$ cat src/rtl/pde_pkg.sv
package pde_pkg;
  localparam int DESC_WORDS    = 16;
  localparam int IDX_CTL       = 0;
  localparam int IDX_VPO       = 3;
  localparam int IDX_VPS       = 4;
  localparam int IDX_PML       = 5;
  localparam int IDX_PMP       = 6;
  localparam int IDX_SIZE      = 7;
  localparam int IDX_NVN       = 9;
  localparam int IDX_PPT       = 13;
  localparam int STAT_WORD     = 16;
  localparam int CTL_WAIT_BIT  = 31;
  localparam int CTL_ALPHA_BIT = 5;

  typedef logic [DESC_WORDS-1:0][31:0] desc_t;

  typedef enum logic [1:0] {F_IDLE, F_REQ, F_WAIT, F_HOLD} fetch_st_e;

  function automatic logic is_rsvd(input logic [5:0] w);
    return (w == 6'd2) || (w == 6'd8) || (w == 6'd12) || (w == 6'd14);
  endfunction
endpackage

$ cat src/rtl/pde_fetch.sv
module pde_fetch
  import pde_pkg::*;
#(
  parameter int ADDR_W     = 32,
  parameter int ALIGN_BITS = 4
) (
  input  logic              clk,
  input  logic              rst_n,
  input  logic              vsync_i,
  input  logic              field_bot_i,
  input  logic [ADDR_W-1:0] nvn_i,
  input  logic              mem_rvalid_i,
  input  logic [31:0]       mem_rdata_i,
  output logic              mem_req_o,
  output logic [ADDR_W-1:0] mem_addr_o,
  output logic              busy_o,
  output logic              start_o,
  output logic              swap_o,
  output logic              swap_field_o,
  output logic              missed_o,
  output desc_t             stage_o
);
  localparam int IDX_W = $clog2(DESC_WORDS);
  localparam logic [IDX_W-1:0] LAST_IDX = IDX_W'(DESC_WORDS - 1);

  fetch_st_e          st_q, st_d;
  logic [IDX_W-1:0]   idx_q, idx_d;
  logic [ADDR_W-1:0]  base_q, base_d;
  logic               field_q, field_d;
  desc_t              stage_q;
  logic               nvn_ok, take_word;

  assign nvn_ok    = (nvn_i != '0) && (nvn_i[ALIGN_BITS-1:0] == '0);
  assign take_word = (st_q == F_WAIT) && mem_rvalid_i;

  // bypass the arriving word so the swap happens in the cycle of the last word
  for (genvar g = 0; g < DESC_WORDS; g++) begin : g_view
    assign stage_o[g] = (take_word && idx_q == IDX_W'(g)) ? mem_rdata_i : stage_q[g];
  end

  always_comb begin
    st_d    = st_q;
    idx_d   = idx_q;
    base_d  = base_q;
    field_d = field_q;
    start_o = 1'b0;
    swap_o  = 1'b0;
    missed_o = 1'b0;
    unique case (st_q)
      F_IDLE: begin
        if (vsync_i && nvn_ok) begin
          st_d    = F_REQ;
          idx_d   = '0;
          base_d  = nvn_i;
          field_d = field_bot_i;
          start_o = 1'b1;
        end
      end
      F_REQ: begin
        missed_o = vsync_i;
        st_d     = F_WAIT;
      end
      F_WAIT: begin
        missed_o = vsync_i;
        if (mem_rvalid_i) begin
          if (idx_q == LAST_IDX) begin
            if (stage_o[IDX_CTL][CTL_WAIT_BIT]) begin
              st_d = F_HOLD;
            end else begin
              st_d   = F_IDLE;
              swap_o = 1'b1;
            end
          end else begin
            idx_d = idx_q + 1'b1;
            st_d  = F_REQ;
          end
        end
      end
      F_HOLD: begin
        if (vsync_i) begin
          st_d    = F_IDLE;
          swap_o  = 1'b1;
          field_d = field_bot_i;
        end
      end
      default: st_d = F_IDLE;
    endcase
  end

  always_ff @(posedge clk or negedge rst_n) begin
    if (!rst_n) begin
      st_q    <= F_IDLE;
      idx_q   <= '0;
      base_q  <= '0;
      field_q <= 1'b0;
    end else begin
      st_q    <= st_d;
      idx_q   <= idx_d;
      base_q  <= base_d;
      field_q <= field_d;
    end
  end

  always_ff @(posedge clk or negedge rst_n) begin
    if (!rst_n) begin
      stage_q <= '0;
    end else if (take_word) begin
      stage_q[idx_q] <= mem_rdata_i;
    end
  end

  assign mem_req_o    = (st_q == F_REQ);
  assign mem_addr_o   = base_q + ADDR_W'({idx_q, 2'b00});
  assign busy_o       = (st_q != F_IDLE);
  assign swap_field_o = (st_q == F_HOLD) ? field_bot_i : field_q;

  assert_single_req_R4: assert property (@(posedge clk) disable iff (!rst_n)
    mem_req_o |=> !mem_req_o);
  assert_bad_ptr_idle_R3: assert property (@(posedge clk) disable iff (!rst_n)
    (!busy_o && vsync_i && nvn_i[ALIGN_BITS-1:0] != '0) |=> !busy_o);
  assert_hold_no_start_R7: assert property (@(posedge clk) disable iff (!rst_n)
    (st_q == F_HOLD) |-> !start_o);
endmodule

$ cat src/rtl/pde_shadow.sv
module pde_shadow
  import pde_pkg::*;
#(
  parameter int COORD_W = 16,
  parameter int MAX_W   = 3840,
  parameter int MAX_H   = 2160
) (
  input  logic               clk,
  input  logic               rst_n,
  input  logic               swap_i,
  input  logic               swap_field_i,
  input  desc_t              stage_i,
  input  logic [COORD_W-1:0] pix_x_i,
  input  logic [COORD_W-1:0] pix_y_i,
  output desc_t              words_o,
  output logic               plane_show_o,
  output logic               in_window_o,
  output logic [COORD_W-1:0] win_x0_o,
  output logic [COORD_W-1:0] win_y0_o,
  output logic [COORD_W-1:0] win_x1_o,
  output logic [COORD_W-1:0] win_y1_o,
  output logic [31:0]        src_addr_o,
  output logic [31:0]        src_pitch_o,
  output logic [15:0]        src_w_o,
  output logic [15:0]        src_h_o,
  output logic [4:0]         fmt_o,
  output logic               alpha_full_o,
  output logic               field_bot_o
);
  localparam logic [15:0] MAX_W_C = 16'(MAX_W);
  localparam logic [15:0] MAX_H_C = 16'(MAX_H);

  desc_t active_q;
  logic  loaded_q, field_q;
  logic  suppress;
  logic [15:0] w_raw, h_raw;

  always_ff @(posedge clk or negedge rst_n) begin
    if (!rst_n) begin
      active_q <= '0;
      loaded_q <= 1'b0;
      field_q  <= 1'b0;
    end else if (swap_i) begin
      active_q <= stage_i;
      loaded_q <= 1'b1;
      field_q  <= swap_field_i;
    end
  end

  assign words_o      = active_q;
  assign suppress     = |active_q[IDX_PPT][1:0];
  assign plane_show_o = loaded_q && !suppress;
  assign win_x0_o     = active_q[IDX_VPO][COORD_W-1:0];
  assign win_y0_o     = active_q[IDX_VPO][16 +: COORD_W];
  assign win_x1_o     = active_q[IDX_VPS][COORD_W-1:0];
  assign win_y1_o     = active_q[IDX_VPS][16 +: COORD_W];
  assign src_addr_o   = active_q[IDX_PML];
  assign src_pitch_o  = active_q[IDX_PMP];
  assign fmt_o        = active_q[IDX_CTL][4:0];
  assign alpha_full_o = active_q[IDX_CTL][CTL_ALPHA_BIT];
  assign field_bot_o  = field_q;

  assign w_raw   = active_q[IDX_SIZE][15:0];
  assign h_raw   = active_q[IDX_SIZE][31:16];
  assign src_w_o = (w_raw > MAX_W_C) ? MAX_W_C : w_raw;
  assign src_h_o = (h_raw > MAX_H_C) ? MAX_H_C : h_raw;

  assign in_window_o = plane_show_o &&
                       (pix_x_i >= win_x0_o) && (pix_x_i <= win_x1_o) &&
                       (pix_y_i >= win_y0_o) && (pix_y_i <= win_y1_o);

  assert_outputs_stable_R4: assert property (@(posedge clk) disable iff (!rst_n)
    !swap_i |=> $stable(src_addr_o) && $stable(fmt_o));
  assert_suppress_hides_R11: assert property (@(posedge clk) disable iff (!rst_n)
    (active_q[IDX_PPT][1:0] != 2'b00) |-> !in_window_o);
  assert_clamp_R10: assert property (@(posedge clk) disable iff (!rst_n)
    (src_w_o <= MAX_W_C) && (src_h_o <= MAX_H_C));
endmodule

$ cat src/rtl/pde_csr.sv
module pde_csr
  import pde_pkg::*;
#(
  parameter int ADDR_W = 32
) (
  input  logic              clk,
  input  logic              rst_n,
  input  logic              reg_we_i,
  input  logic              reg_re_i,
  input  logic [7:0]        reg_addr_i,
  input  logic [31:0]       reg_wdata_i,
  output logic [31:0]       reg_rdata_o,
  input  desc_t             words_i,
  input  logic [31:0]       desc_nvn_i,
  input  logic              start_i,
  input  logic              swap_i,
  input  logic              underflow_i,
  input  logic              missed_i,
  output logic [ADDR_W-1:0] nvn_o,
  output logic              uf_o,
  output logic              miss_o
);
  logic [ADDR_W-1:0] nvn_q, nvn_d;
  logic              dirty_q, dirty_d;
  logic              uf_q, uf_d, miss_q, miss_d;
  logic [31:0]       rd_q, rd_d;
  logic [5:0]        rd_idx;
  logic              we_nvn, rd_stat;

  assign rd_idx  = reg_addr_i[7:2];
  assign we_nvn  = reg_we_i && (rd_idx == 6'(IDX_NVN));
  assign rd_stat = reg_re_i && (rd_idx == 6'(STAT_WORD));

  always_comb begin
    nvn_d   = nvn_q;
    dirty_d = dirty_q;
    if (we_nvn) begin
      nvn_d   = reg_wdata_i[ADDR_W-1:0];
      dirty_d = 1'b1;
    end else begin
      if (swap_i && !dirty_q) nvn_d = desc_nvn_i[ADDR_W-1:0];
      if (start_i) dirty_d = 1'b0;
    end
    uf_d   = underflow_i | (uf_q & ~rd_stat);
    miss_d = missed_i | (miss_q & ~rd_stat);
  end

  always_comb begin
    rd_d = '0;
    if (rd_idx < 6'(DESC_WORDS)) begin
      if (rd_idx == 6'(IDX_NVN)) rd_d = 32'(nvn_q);
      else if (!is_rsvd(rd_idx)) rd_d = words_i[rd_idx[3:0]];
    end else if (rd_idx == 6'(STAT_WORD)) begin
      rd_d = {30'd0, miss_q, uf_q};
    end
  end

  always_ff @(posedge clk or negedge rst_n) begin
    if (!rst_n) begin
      nvn_q   <= '0;
      dirty_q <= 1'b0;
      uf_q    <= 1'b0;
      miss_q  <= 1'b0;
    end else begin
      nvn_q   <= nvn_d;
      dirty_q <= dirty_d;
      uf_q    <= uf_d;
      miss_q  <= miss_d;
    end
  end

  always_ff @(posedge clk or negedge rst_n) begin
    if (!rst_n) rd_q <= '0;
    else if (reg_re_i) rd_q <= rd_d;
  end

  assign reg_rdata_o = rd_q;
  assign nvn_o       = nvn_q;
  assign uf_o        = uf_q;
  assign miss_o      = miss_q;

  assert_uf_set_R12: assert property (@(posedge clk) disable iff (!rst_n)
    underflow_i |=> uf_q);
  assert_uf_clear_R12: assert property (@(posedge clk) disable iff (!rst_n)
    (rd_stat && !underflow_i) |=> !uf_q);
  assert_missed_set_R13: assert property (@(posedge clk) disable iff (!rst_n)
    missed_i |=> miss_q);
  assert_ptr_stable_R6: assert property (@(posedge clk) disable iff (!rst_n)
    (!reg_we_i && !swap_i) |=> $stable(nvn_q));
endmodule

$ cat src/rtl/plane_desc_engine.sv
module plane_desc_engine
  import pde_pkg::*;
#(
  parameter int ADDR_W  = 32,
  parameter int COORD_W = 16,
  parameter int MAX_W   = 3840,
  parameter int MAX_H   = 2160
) (
  input  logic               clk,
  input  logic               rst_n,
  input  logic               vsync,
  input  logic               field_bot,
  output logic               mem_req,
  output logic [ADDR_W-1:0]  mem_addr,
  input  logic               mem_rvalid,
  input  logic [31:0]        mem_rdata,
  input  logic               reg_we,
  input  logic               reg_re,
  input  logic [7:0]         reg_addr,
  input  logic [31:0]        reg_wdata,
  output logic [31:0]        reg_rdata,
  input  logic               underflow,
  input  logic [COORD_W-1:0] pix_x,
  input  logic [COORD_W-1:0] pix_y,
  output logic               plane_show,
  output logic               in_window,
  output logic [COORD_W-1:0] win_x0,
  output logic [COORD_W-1:0] win_y0,
  output logic [COORD_W-1:0] win_x1,
  output logic [COORD_W-1:0] win_y1,
  output logic [31:0]        src_addr,
  output logic [31:0]        src_pitch,
  output logic [15:0]        src_w,
  output logic [15:0]        src_h,
  output logic [4:0]         pix_fmt,
  output logic               alpha_full,
  output logic               field_is_bot,
  output logic               underflow_flag,
  output logic               missed_flag,
  output logic               fetch_busy
);
  logic [ADDR_W-1:0] nvn;
  logic              start, swap, swap_field, missed;
  desc_t             stage, words;

  pde_fetch #(.ADDR_W(ADDR_W), .ALIGN_BITS(4)) u_fetch (
    .clk(clk), .rst_n(rst_n), .vsync_i(vsync), .field_bot_i(field_bot),
    .nvn_i(nvn), .mem_rvalid_i(mem_rvalid), .mem_rdata_i(mem_rdata),
    .mem_req_o(mem_req), .mem_addr_o(mem_addr), .busy_o(fetch_busy),
    .start_o(start), .swap_o(swap), .swap_field_o(swap_field),
    .missed_o(missed), .stage_o(stage)
  );

  pde_shadow #(.COORD_W(COORD_W), .MAX_W(MAX_W), .MAX_H(MAX_H)) u_shadow (
    .clk(clk), .rst_n(rst_n), .swap_i(swap), .swap_field_i(swap_field),
    .stage_i(stage), .pix_x_i(pix_x), .pix_y_i(pix_y), .words_o(words),
    .plane_show_o(plane_show), .in_window_o(in_window),
    .win_x0_o(win_x0), .win_y0_o(win_y0), .win_x1_o(win_x1), .win_y1_o(win_y1),
    .src_addr_o(src_addr), .src_pitch_o(src_pitch), .src_w_o(src_w),
    .src_h_o(src_h), .fmt_o(pix_fmt), .alpha_full_o(alpha_full),
    .field_bot_o(field_is_bot)
  );

  pde_csr #(.ADDR_W(ADDR_W)) u_csr (
    .clk(clk), .rst_n(rst_n), .reg_we_i(reg_we), .reg_re_i(reg_re),
    .reg_addr_i(reg_addr), .reg_wdata_i(reg_wdata), .reg_rdata_o(reg_rdata),
    .words_i(words), .desc_nvn_i(stage[IDX_NVN]), .start_i(start),
    .swap_i(swap), .underflow_i(underflow), .missed_i(missed),
    .nvn_o(nvn), .uf_o(underflow_flag), .miss_o(missed_flag)
  );

  assert_no_fetch_zero_ptr_R2: assert property (@(posedge clk) disable iff (!rst_n)
    (!fetch_busy && nvn == '0) |=> !mem_req);
endmodule

$ cat config.mk
export PLATFORM = sky130hd
export DESIGN_NAME = plane_desc_engine
export DESIGN_NICKNAME = d
export VERILOG_FILES = /design/src/rtl/pde_pkg.sv /design/src/rtl/pde_fetch.sv /design/src/rtl/pde_shadow.sv /design/src/rtl/pde_csr.sv /design/src/rtl/plane_desc_engine.sv
export SDC_FILE = /design/constraint.sdc
export NUM_CORES = 2
export LEC_CHECK = 0
export ABC_CLOCK_PERIOD_IN_PS = 2700
export CAP_MARGIN = 20
export CELL_PAD_IN_SITES_DETAIL_PLACEMENT = 0
export CELL_PAD_IN_SITES_GLOBAL_PLACEMENT = 1
export CORE_MARGIN = 3
export CORE_UTILIZATION = 45
export CTS_CLUSTER_SIZE = 30
export DETAILED_ROUTE_END_ITERATION = 6
export PLACE_DENSITY = 0.75
export RECOVER_POWER = 50
export SETUP_SLACK_MARGIN = 0.1
export SYNTH_ARGS = -nofsm -noshare
export SYNTH_HDL_FRONTEND = slang
export SYNTH_SLANG_ARGS = --single-unit
$ cat constraint.sdc
create_clock -name clk -period 2.7 [get_ports clk]
set_input_delay 0.405 -clock clk [delete_from_list [all_inputs] [get_ports clk]]
set_output_delay 0.405 -clock clk [all_outputs]
set_load 0.03 [all_outputs]
==> results.md <==
- leading register cell type out of synthesis: dfrtp_1
- Routed Wire Length: 153.2 mm
- area leader, netlist: dfrtp_1
- Syn Inst Count: 3467
- CTS Sinks: 1132
- Final ANT Viol Nets: 0
- Relative slew margins: 5.206%
- least setup slack across all paths after layout: -718.7 ps
- clock edge transition at the registers on the reported setup and hold paths: 70 ps
- global-route wire length before repair: 223.7 mm
- fin crit period: 3419 ps
- final setup violation count: 555
- maximum clock skew at final layout: 20.71 ps
- adder-cell share of the synthesized area: 1.938%
- post-layout power: 0.07141 W
- number of storage elements in the synthesis netlist: 1132
- area of the placeable core: 0.1096 mm²
- Overflow after GRT: 0
- WL/cell: 26.76 µm
- IR drop worst, VDD: 727.1 µV
- initial standard-cell utilization of the core: 45.70%
- Total Die Area: 0.1154 mm²
- main combinational cell family by area after synthesis: multiplexers
- global routing usage summed across all routing layers: 25.93%
- later-pin clock latency in the skew report: 700 ps
- port buffer count: 338
- worst hold margin: 290.3 ps
- Crit Path Class: reg2out
- Synth warnings: 0
- Cell Area, Synth: 0.05010 mm²
- final std cells w/o fill: 5723
- maximum number of pins on one net before global-route repair: 104
- largest buffer count on any clock path: 3
- sequential area share after synthesis: 56.54%
- mean number of vias per cell: 5.580
- max-slew violation total from the final report: 0
- number of placement rows: 121
- simple-gate share of the synthesized area: 3.192%
- Crit path arrival time: 3010 ps
- nets: 4340
- total of fill cells in the finished design: 8114
- ranking of synthesized cells by area: dfrtp_1 (57%), mux2_2 (12%), mux2_1 (10%)
- via total after detailed routing: 31936
- commonest cells after routing, fill and taps aside: dfrtp_1 (1128), mux2_2 (507), mux2_4 (471)
- layout cells sized above 1: 50.35%
- Iter 0 DRT Violations: 2193
- maximum capacitance violations: 0
- required time reported for the critical path endpoint: 2300 ps
- post-synthesis cell type count: 59
- Max Fanout on Critical Path: 4
- result of the run: finished with violations
- dpl cells: 5337
- Setup Total Neg Slack: -139890 ps
- Post-synth ARST share: 100.0%
- slew at the pin closest to its max-slew limit: 1422 ps
- number of enable flip-flop cells after synthesis: 0
- fraction of post-synthesis cell area in the top cell type by area: 56.54%
- power density normalized to cell area: 1062 mW/mm²
- most common library cell in the layout ignoring fill and taps: dfrtp_1
- final count of hold timing violations: 0
- clock tree from TritonCTS: yes
- multiplexer fraction of the synthesized cell area: 29.98%
- number of global-route vias before repair: 33372
- setup repair after global routing missed its margin: true
- xor and xnor fraction of the mapped netlist area: 0.4720%
- Worst Setup Start Kind: flip-flop
- number of antenna violations at the first check in global routing: 11
- fmax: 0.2925 GHz
- violations in the final reports: negative setup slack
- clk root buf: clkbuf_16
- DP HPWL: 100.6 mm
- number of top-level pins: 349
- total number of H-tree levels: 3
- number of detailed-route iterations in the first pass: 5
- layout overhead on the synthesized area: 34.19%
- Final Wtd Congestion: 0.8414
- flop2flop setup slack: -380 ps
- complex-gate fraction of the synthesized area: 3.015%
- Post-Place Worst Slack: -709.3 ps
- standby leakage power: 31.69 nW
- Hold Path Class: in2reg
- Die H: 339.7 µm
- number of DRC violations after detailed routing: 0
- Setup crit end kind: output port
- CTS Buf Count: 117
- per-instance average area after synthesis: 14.45 µm²
- die boundary width: 339.7 µm
- final worst-path cycle share: 126.6%
[power breakdown]
part           switching [W]  internal, W  leakage, nW
sequential           0.00336       0.0227         15.1
clock                0.00670      0.00956         1.90
combinational         0.0134       0.0157         14.7
total                 0.0235       0.0479         31.7
[cells by family (layout without fill, tap and decap cells)]
family | Yosys count | in the layout
adder cells (fa/ha/maj) | 77 | 77
flip-flops | 1132 | 1132
multiplexers | 1197 | 1197
XOR/XNOR | 27 | 27
buffers and inverters | 472 | 1239
other | 1 | 13
AND/OR/NAND/NOR | 325 | 325
AO/OA/AOI/OAI | 236 | 237
[registers in the layout (all words and copies together), names as in the netlist, 2 cells and up]
signal and cells:
u_csr.nvn_o 32, u_csr.reg_rdata_o 32, u_fetch.base_q 32, u_fetch.idx_q 4, u_fetch.st_q 2, u_fetch.stage_q 512, u_shadow.fmt_o 5, u_shadow.src_addr_o 32
u_shadow.src_pitch_o 32, u_shadow.win_x0_o 16, u_shadow.win_x1_o 16, u_shadow.win_y0_o 16, u_shadow.win_y1_o 16, u_shadow.words_o 378
[cell usage after synthesis, types with 14 or more instances]
master,n
clkbuf_1,112
dfrtp_1,1132
a221o_1,30
o21ai_0,75
mux2_2,536
a21oi_1,68
buf_2,75
nor4_1,14
xnor2_1,20
ha_1,76
nor2b_1,21
and2_1,20
nand4_1,17
mux4_2,144
mux2_1,450
mux2i_1,67
and3_1,20
nand2_1,97
buf_4,151
inv_1,116
nor2_1,70
buf_1,17
o22ai_1,14
nand3_1,21
[per-layer routing]
layer | up-vias | wire length [µm] | global-route usage, %
li1 | 13675 | - | -
met4 | 6 | 3945 | 7.179
met3 | 196 | 10470 | 5.910
met1 | 17131 | 68130 | 37.30
met2 | 928 | 70570 | 39.66
met5 | - | 36 | 0
[timing repair]
action,in CTS,in global routing
hold buffers,1,0
setup buffers,103,48
pin swaps,31,33
hold endpoints to repair,32,0
setup endpoints to repair,572,633
cloned,31,9
gates resized for setup,545,276
[worst paths after layout]
check	endpoint	start	cells past startpoint
worst max-delay path	in_window	u_shadow.win_x0_o[0]	9
worst min-delay path	u_csr.uf_o	underflow	2
worst max register to register	u_shadow.words_o[286]	u_fetch.st_q[0]	15
worst min register to register	u_shadow.words_o[414]	u_shadow.words_o[414]	1
max in group asynchronous	u_fetch.stage_q[443]	rst_n	4
min in group asynchronous	u_fetch.base_q[0]	rst_n	2
[stage by stage]
stage               util (%)  cell area [µm²]
CTS                    60.33            66120
global placement       53.41            58540
detailed placement     53.41            58540
finish                 61.33            67220
global route           61.32            67220
floorplan                  -            51200
[critical path, cell delays in order, from the launching register on]
cell and delay, ps:
dfrtp_1 450, ha_1 300, nand2b_1 100, a21oi_1 80, o21ai_0 410, a221oi_1 160, buf_4 210, o21ai_0 190
nor4b_4 260, buf_6 180
[cell type report]
type	count	area, µm²	area share, %
clock buffer	174	3425	5.094
antenna	5	12.51	0.01861
multi-input combinational	1871	22310	33.19
clock inverter	36	421.7	0.6272
timing repair buffer	912	10430	15.52
sequential	1132	28330	42.15
inverter	117	442.9	0.6589
tap	1476	1847	2.747
No activity file was read; power rests on OpenSTA's default activity.
